===== src/rtl/gpio_port_pkg.sv =====
package gpio_port_pkg;

  typedef enum logic [1:0] {
    SEL_LATCH  = 2'd0,
    SEL_DIR    = 2'd1,
    SEL_STATUS = 2'd2,
    SEL_NONE   = 2'd3
  } reg_sel_e;

  localparam logic [31:0] OFS_LATCH  = 32'h0000_0000;
  localparam logic [31:0] OFS_DIR    = 32'h0000_0004;
  localparam logic [31:0] OFS_STATUS = 32'h0000_0008;

  // Word-aligned decode; anything else selects nothing.
  function automatic reg_sel_e decode_sel(input logic [31:0] addr);
    reg_sel_e s;
    if (addr[1:0] != 2'b00) begin
      s = SEL_NONE;
    end else begin
      case (addr)
        OFS_LATCH:  s = SEL_LATCH;
        OFS_DIR:    s = SEL_DIR;
        OFS_STATUS: s = SEL_STATUS;
        default:    s = SEL_NONE;
      endcase
    end
    return s;
  endfunction

endpackage


===== src/rtl/gpio_port_sync.sv =====
module gpio_port_sync #(
  parameter int W      = 32,
  parameter int STAGES = 2
) (
  input  logic         clk,
  input  logic         rst_n,
  input  logic [W-1:0] d,
  output logic [W-1:0] q
);

  logic [W-1:0] stage_q [STAGES];

  for (genvar g = 0; g < STAGES; g++) begin : g_stage
    if (g == 0) begin : g_first
      always_ff @(posedge clk or negedge rst_n) begin
        if (!rst_n) stage_q[0] <= '0;
        else        stage_q[0] <= d;
      end
    end else begin : g_next
      always_ff @(posedge clk or negedge rst_n) begin
        if (!rst_n) stage_q[g] <= '0;
        else        stage_q[g] <= stage_q[g-1];
      end
    end
  end

  assign q = stage_q[STAGES-1];

endmodule


===== src/rtl/gpio_port_regs.sv =====
module gpio_port_regs #(
  parameter int PINS   = 32,
  parameter int DATA_W = 32
) (
  input  logic              clk,
  input  logic              rst_n,
  input  logic              wr_latch_evt,
  input  logic              wr_dir_evt,
  input  logic [DATA_W-1:0] wdata,
  output logic [PINS-1:0]   latch_q,
  output logic [PINS-1:0]   dir_q
);

  logic [PINS-1:0] wr_bits;
  assign wr_bits = wdata[PINS-1:0];

  always_ff @(posedge clk or negedge rst_n) begin
    if (!rst_n) begin
      latch_q <= '0;
    end else if (wr_latch_evt) begin
      latch_q <= wr_bits;
    end
  end

  always_ff @(posedge clk or negedge rst_n) begin
    if (!rst_n) begin
      dir_q <= '0;
    end else if (wr_dir_evt) begin
      dir_q <= wr_bits;
    end
  end

endmodule


===== src/rtl/gpio_port_rdmux.sv =====
module gpio_port_rdmux
  import gpio_port_pkg::*;
#(
  parameter int PINS   = 32,
  parameter int DATA_W = 32
) (
  input  logic              clk,
  input  logic              rst_n,
  input  logic              rd_evt,
  input  reg_sel_e          sel,
  input  logic [PINS-1:0]   latch_q,
  input  logic [PINS-1:0]   dir_q,
  input  logic [PINS-1:0]   pin_state,
  output logic [DATA_W-1:0] rdata
);

  function automatic logic [PINS-1:0] blend_view(
    input logic [PINS-1:0] lat,
    input logic [PINS-1:0] dir,
    input logic [PINS-1:0] pins
  );
    return (lat & dir) | (pins & ~dir);
  endfunction

  function automatic logic [PINS-1:0] input_view(
    input logic [PINS-1:0] dir,
    input logic [PINS-1:0] pins
  );
    return pins & ~dir;
  endfunction

  logic [PINS-1:0]   latch_view;
  logic [PINS-1:0]   status_view;
  logic [DATA_W-1:0] rd_next;

  assign latch_view  = blend_view(latch_q, dir_q, pin_state);
  assign status_view = input_view(dir_q, pin_state);

  always_comb begin
    rd_next = '0;
    if (rd_evt) begin
      case (sel)
        SEL_LATCH:  rd_next = DATA_W'(latch_view);
        SEL_DIR:    rd_next = DATA_W'(dir_q);
        SEL_STATUS: rd_next = DATA_W'(status_view);
        default:    rd_next = '0;
      endcase
    end
  end

  always_ff @(posedge clk or negedge rst_n) begin
    if (!rst_n) rdata <= '0;
    else        rdata <= rd_next;
  end

endmodule


===== src/rtl/gpio_port.sv =====
module gpio_port
  import gpio_port_pkg::*;
#(
  parameter int PINS        = 32,
  parameter int DATA_W      = 32,
  parameter int ADDR_W      = 8,
  parameter int SYNC_STAGES = 2
) (
  input  logic              clk,
  input  logic              rst_n,
  input  logic              bus_valid,
  input  logic              bus_write,
  input  logic [ADDR_W-1:0] bus_addr,
  input  logic [DATA_W-1:0] bus_wdata,
  output logic [DATA_W-1:0] bus_rdata,
  input  logic [PINS-1:0]   pad_in,
  output logic [PINS-1:0]   pad_out,
  output logic [PINS-1:0]   pad_oe
);

  localparam int ADDR_EXT_W = 32;

  logic [ADDR_EXT_W-1:0] addr_ext;
  reg_sel_e              sel;
  logic                  wr_latch_evt;
  logic                  wr_dir_evt;
  logic                  rd_evt;
  logic [PINS-1:0]       latch_q;
  logic [PINS-1:0]       dir_q;
  logic [PINS-1:0]       pin_state;

  assign addr_ext     = ADDR_EXT_W'(bus_addr);
  assign sel          = decode_sel(addr_ext);
  assign wr_latch_evt = bus_valid && bus_write && (sel == SEL_LATCH);
  assign wr_dir_evt   = bus_valid && bus_write && (sel == SEL_DIR);
  assign rd_evt       = bus_valid && !bus_write;

  gpio_port_sync #(
    .W      (PINS),
    .STAGES (SYNC_STAGES)
  ) u_sync (
    .clk   (clk),
    .rst_n (rst_n),
    .d     (pad_in),
    .q     (pin_state)
  );

  gpio_port_regs #(
    .PINS   (PINS),
    .DATA_W (DATA_W)
  ) u_regs (
    .clk          (clk),
    .rst_n        (rst_n),
    .wr_latch_evt (wr_latch_evt),
    .wr_dir_evt   (wr_dir_evt),
    .wdata        (bus_wdata),
    .latch_q      (latch_q),
    .dir_q        (dir_q)
  );

  gpio_port_rdmux #(
    .PINS   (PINS),
    .DATA_W (DATA_W)
  ) u_rdmux (
    .clk       (clk),
    .rst_n     (rst_n),
    .rd_evt    (rd_evt),
    .sel       (sel),
    .latch_q   (latch_q),
    .dir_q     (dir_q),
    .pin_state (pin_state),
    .rdata     (bus_rdata)
  );

  assign pad_oe  = dir_q;
  assign pad_out = latch_q & dir_q;

endmodule


===== config.mk =====
export PLATFORM = sky130hd
export DESIGN_NAME = gpio_port
export DESIGN_NICKNAME = d
export VERILOG_FILES = /design/src/rtl/gpio_port_pkg.sv /design/src/rtl/gpio_port_sync.sv /design/src/rtl/gpio_port_regs.sv /design/src/rtl/gpio_port_rdmux.sv /design/src/rtl/gpio_port.sv
export SDC_FILE = /design/constraint.sdc
export NUM_CORES = 1
export LEC_CHECK = 0
export BUFFER_PORTS_ARGS = -buffer_cell sky130_fd_sc_hd__buf_2
export CORE_UTILIZATION = 32
export CTS_BUF_LIST = sky130_fd_sc_hd__clkbuf_4
export DETAILED_ROUTE_END_ITERATION = 8
export PLACE_DENSITY = 0.58
export REMOVE_ABC_BUFFERS = 1
export SKIP_LAST_GASP = 1
export SLEW_MARGIN = 20
export SYNTH_ARGS = -nofsm -noshare
export SYNTH_HDL_FRONTEND = slang
export SYNTH_HIERARCHICAL = 1
export SYNTH_SLANG_ARGS = --single-unit

===== constraint.sdc =====
create_clock -name clk -period 2.34 [get_ports clk]
set_clock_uncertainty 0.2 [all_clocks]
set_input_delay 0.234 -clock clk [delete_from_list [all_inputs] [get_ports clk]]
set_output_delay 0.234 -clock clk [all_outputs]
set_load 0.02 [all_outputs]

# Word-level counts from Yosys, hierarchy flattened
# Cells that the tools add are included.
# W data, S select, Z words.
dict set report word_totals {
  reg_bits 160
  inputBits 76
  output_inout_bits 96
  wordCells 25
}
dict set report classes {
  eq_ne 4
  n_mux 4
  n_bitwise 4
  n_reduce_logical 8
}
# operator n
set op_table {}
lappend op_table {{$pmux W32 S3} 1}
lappend op_table {{$and A32 B32 Y32} 2}
lappend op_table {{$logic_not A32 Y1} 1}
lappend op_table {{$mux W32} 1}
lappend op_table {{$not A32 Y32} 1}
lappend op_table {{$or A32 B32 Y32} 1}
lappend op_table {{$eq A8 B3 Y1 const B} 1}
lappend op_table {{$eq A8 B4 Y1 const B} 1}
lappend op_table {{$pmux W2 S3} 1}
lappend op_table {{$logic_and A1 B1 Y1} 4}
lappend op_table {{$eq A2 B1 Y1 const B} 1}
lappend op_table {{$eq A2 B2 Y1 const B} 1}
lappend op_table {{$logic_not A2 Y1} 1}
lappend op_table {{$mux W2} 1}
lappend op_table {{$reduce_bool A2 Y1} 1}
lappend op_table {{$logic_not A1 Y1} 1}

# Logic depth before layout (Yosys ltp)
dict set report logic_depth {
  word_depth 6
  depth_mapped 7
  depth_no_buf 5
}

# Modules after synthesis
# Netlist, hierarchy kept.
# mod instances cells_per_inst area_each_um2 seq_area_each_um2
set by_module_without_submodules {}
lappend by_module_without_submodules {gpio_port_regs 1 136 2690.1 1601.5}
lappend by_module_without_submodules {gpio_port_sync 1 96 1841.8 1601.5}
lappend by_module_without_submodules {gpio_port_rdmux 1 174 1619.1 800.8}
lappend by_module_without_submodules {gpio_port 1 41 257.7 0.0}

# Least setup slack after synthesis
# Ideal clock, no wire load.
dict set report synth_timing {
  kind {input -> register}
  from {input bus_addr[1]}
  to {register u_rdmux.rdata[10]}
  setup_time_ns 0.127
  arrival_ns 1.721
  required_time_ns 2.013
  slack_ns 0.292
  cell_stages 6
  n_path_buf 2
  path_cell_list {or4_4 -> or4_1 -> buf_6 -> buf_4 -> o211ai_1 -> a21boi_1}
}
dict set report synth_between {
  elab_chain_cells 6
  elab_cells_between_ends 11
  classes_between {eq/ne (4); mux (4); reduce/logical (3)}
}
# item line
set synth_lines {}
lappend synth_lines {{from (decl)} gpio_port.sv:13} ;# input logic [ADDR_W-1:0] bus_addr,
lappend synth_lines {{$logic_not A32 Y1, or another cell as far along} gpio_port_pkg.sv:20} ;# case (addr)
lappend synth_lines {{$pmux W2 S3} gpio_port_pkg.sv:20}
lappend synth_lines {{$mux W2 *} gpio_port_pkg.sv:17} ;# if (addr[1:0] != 2'b00) begin
lappend synth_lines {{via sel[0]} gpio_port.sv:24} ;# reg_sel_e sel;
lappend synth_lines {{$eq A2 B2 Y1, or another cell as far along} gpio_port_rdmux.sv:42} ;# case (sel)
lappend synth_lines {{$pmux W32 S3 *} gpio_port_rdmux.sv:42}
lappend synth_lines {{$mux W32 *} gpio_port_rdmux.sv:41} ;# if (rd_evt) begin
lappend synth_lines {{via u_rdmux.rd_next[10]} gpio_port_rdmux.sv:34} ;# logic [DATA_W-1:0] rd_next;
lappend synth_lines {{to (signal assigned)} gpio_port_rdmux.sv:53} ;# else rdata <= rd_next;
lappend synth_lines {{to (decl)} gpio_port_rdmux.sv:14} ;# output logic [DATA_W-1:0] rdata
# The timed path passes the listed nets; every way through them passes the cells marked *.
# A chain may end at the register's enable or synchronous reset.

# Worst setup path after layout
dict set report layout_timing {
  from {input bus_addr[1]}
  to {register u_rdmux.rdata[4]}
}
# Same word-level chain as after synthesis.

==> summary.txt <==
Global route
  – Overall routing resource usage: 14.9%
  – Number of global-route vias before repair: 4,342
  – First-pass GRT wire length: around 23,000 microns
  – Pin count of the biggest net entering global routing: 56
  – Remaining global-route overflow: 0
  – Antenna violations before repair: 0

Synth
  – Count of unique library cells instantiated by Yosys: 22
  – Complex-gate fraction of the synthesized area: 7.50%
  – Library cell occupying the most area in the post-synthesis netlist: dfrtp_1
  – Xor and xnor area share after synthesis: 0%
  – Async set-reset flop share out of synthesis: 100%
  – Cell count after synthesis: 447
  – Portion of netlist area occupied by mux cells: 14.8%
  – Most instantiated cells after synthesis: dfrtp_1, mux2_4, buf_4, nand2_1
  – Dominant cell by count in the synthesized netlist: dfrtp_1
  – Main flop type after synthesis: dfrtp_1
  – Yosys top cell area share: between 60% and 70%
  – Number of flops mapped to enable cells by yosys: 0
  – Fraction of the mapped netlist area in simple logic gates: 7.77%
  – Flip-flop and latch count after synthesis: between 150 and 200
  – Largest family of logic cells by synthesized area: multiplexers
  – Top post-synthesis cells by area: dfrtp_1, mux2_4, buf_4, a21boi_1, o211ai_1
  – Syn. warnings: 6
  – Post-Synth Adder-Cell Area: 0%
  – Synthesized area per cell: 14.3 sq um
  – Cell area after synthesis: ~6400 sq um
  – Share of synthesized area occupied by flip-flops and latches: 62.5%

Drt
  – WL final: 14,400 microns
  – Vias post-DR: around 4,200
  – # DRC: 0
  – Number of nets with antenna violations after routing: 0
  – Average wire per standard cell: 15.2 microns
  – Vias per std cell: 4.39
  – Pre-Repair DR Iteration Count: 4
  – Violation count after the first detailed-routing iteration: 124

Clock network
  – Cells resized by post-CTS repair: 0
  – TritonCTS clock tree: built
  – Clock latency on the worst-skew pair: between 500 and 600 ps
  – Clock transition at the registers of the reported paths: 150 ps
  – Clock tree sinks: 160
  – Clk root buf: clkbuf_4
  – Depth of the CTS H-tree: 4
  – Clock Path Buffers: 2
  – Total CTS buffers: 17

Layout
  – Final Instance Count excl. Fillers: between 900 and 1,000
  – Fill cell total of the finished layout: 1,829
  – Fraction of layout instances using a drive strength above 1: 42.8%
  – Synthesis-to-layout area growth: 30.1%
  – ANT cells: 0
  – Number of nets in the layout: 746

Critical path
  – Critical Setup Path Class: in2reg
  – Critical path peak fanout: 44
  – Critical path data arrival time: 2110 ps
  – Delay of the slowest cell on the worst path: between 600 and 700 ps
  – Nature of the critical path startpoint: input pin
  – Crit path cell chain: buf_2 -> or4_4 -> or4_2 -> buf_12 -> nor2_1 -> nand2_1 -> a21boi_1
  – CP endpoint kind: register
  – Required time reported for the critical path endpoint: 2600 ps
  – Crit-path slowest cell: or4_2

STA
  – Setup-failing EPs final: 0
  – Period minus WS final: 1850 ps
  – Setup repair after global routing missed its margin: false
  – Least-Margin Pin Slew: 529 ps
  – Upper clock frequency limit: 0.541 GHz
  – Final period util: 79.0%
  – Worst slew margin relative to its limit: 64.7%
  – Final critical-path setup slack: ~490 ps
  – Count of final max-slew check failures: 0
  – WHS: 108 ps
  – Hold Vio Cnt, Final: 0

Power
  – Total power after layout: 4.84 mW
  – Power per cell area: between 500 and 600 nW/um^2
  – Max IR drop VDD: 0.000233 V
  – Sequential share of power: 59.9%
  – Leakage power figure: 4.12 nW
  – Share of total power in combinational logic: 7.1%
  – Relative contribution of the clock network to total power: 33.0%
  – Internal power: 3.60 mW
  – Net switching share of the total power: 25.7%
  – NetSw: 1.24 mW

Floorplanning
  – Initial Utilization: 32.8%
  – Vert. Die Dim: 144 microns
  – Standard cell core area: 19,500 sq um
  – Chip width: 144 microns
  – Floorplan die area: 20,600 sq um
  – Number of ports placed on the die boundary: 172
  – Number of cell rows: slightly above 50

Min path
  – Hold WC Path Type: in2reg

Job
  – Number of max-cap violations: 0

Placed design
  – DPL Wire Length: approximately 9500 microns
  – Routability congestion estimate from global placement: about 0.8
  – Port bufs: 171
  – Minimum setup slack after placement: -33.4 ps
  – Placed cell count: 850

Outcome
  – Outcome: finished, final reports clean
-- stage by stage --
step / TNS (ps) / area [sq um] / utilization, %
finish: 0 / 8340 / 42.7
global route: 0 / 8340 / 42.7
CTS: 0 / 8340 / 42.7
detailed placement: -97.0 / 7410 / 37.9
global placement: 0 / 7410 / 37.9
floorplan: -226160 / 5930 / -
-- cell families (layout without fill, tap and decap cells) --
family	after synthesis	count (layout)
DFF	160	160
buffers and inverters	54	290
AOI/OAI and AO/OA	64	64
muxes	64	64
and+or+nand+nor	105	105
-- layout make-up --
cell class              instances  area [sq um]  share of cell area [%]
clock buffers                  18           135                    1.62
repair buffers                257          1790                    21.4
inverters                       1          3.75                  0.0450
well taps                     265           332                    3.98
flip-flops and latches        160          4000                    48.0
multi-input cells             233          1940                    23.3
clock inverters                14           133                    1.59
-- power by group through the flow --
stage | logic (mW) | clock network, mW | registers (mW)
2_1_floorplan | 0.0658 | 0 | 2.96
3_3_place_gp | 0.259 | 0 | 2.94
3_5_place_dp | 0.265 | 0 | 2.95
4_1_cts | 0.352 | 1.68 | 2.90
5_1_grt | 0.381 | 1.80 | 2.91
6_report | 0.346 | 1.60 | 2.90
-- worst max-delay path: cells and delay by family --
kind | cells | cell delay [ps]
buf+inv | 2 | 310
simple gates | 4 | 1350
compound gates | 1 | 170
-- path summary, 6_finish.rpt --
path,end,slack (ps),cells past startpoint,start
worst max-delay path,u_rdmux/rdata[4],490,7,bus_addr[1]
worst min-delay path,u_sync/stage_q[34],110,2,pad_in[2]
worst max register to register,u_rdmux/rdata[3],1280,3,u_regs/dir_q[3]
worst min register to register,u_sync/q[5],160,0,u_sync/stage_q[37]
max in group asynchronous,u_regs/latch_q[8],770,4,rst_n
min in group asynchronous,u_rdmux/rdata[13],550,3,rst_n
-- flip-flops by register name, indices dropped and copies added, names as in the netlist --
signal,cells
u_regs/latch_q,32
u_rdmux/rdata,32
u_sync/stage_q,32
u_sync/q,32
u_regs/dir_q,32
-- timing repair --
item	in CTS	in global routing
endpoints found under the hold margin	256	0
buffers inserted	0	0
hold buffers	66	0
endpoints found under the setup margin	0	0
-- placed cells by master (no fill, tap or decap) --
| master | instances |
|---|---|
| nor2_1 | 32 |
| inv_1 | 1 |
| or2_2 | 1 |
| nor4_2 | 1 |
| a21boi_1 | 32 |
| nand3_1 | 1 |
| clkbuf_4 | 18 |
| nand2_1 | 33 |
| buf_2 | 170 |
| clkinv_1 | 1 |
| nor3_2 | 1 |
| buf_4 | 11 |
| mux2_2 | 4 |
| buf_12 | 9 |
| bufinv_16 | 1 |
| dlygate4sd3_1 | 66 |
| buf_6 | 1 |
| nor2b_4 | 1 |
| or4_4 | 1 |
| mux2_4 | 60 |
| o211ai_1 | 32 |
| and2_1 | 32 |
| clkinvlp_4 | 7 |
| inv_6 | 4 |
| or4_2 | 1 |
| or3_1 | 1 |
| dfrtp_1 | 160 |
| inv_8 | 1 |
-- routing by layer --
metal  up-vias  GRT usage (%)  routed length (microns)
met1      2100           18.3                     6310
met4         0           5.15                      172
met2       111           25.3                     7340
li1       1932              -                        -
met3        14           3.90                      621
met5         -              0                        0
Power figures use the tool's default switching activity.
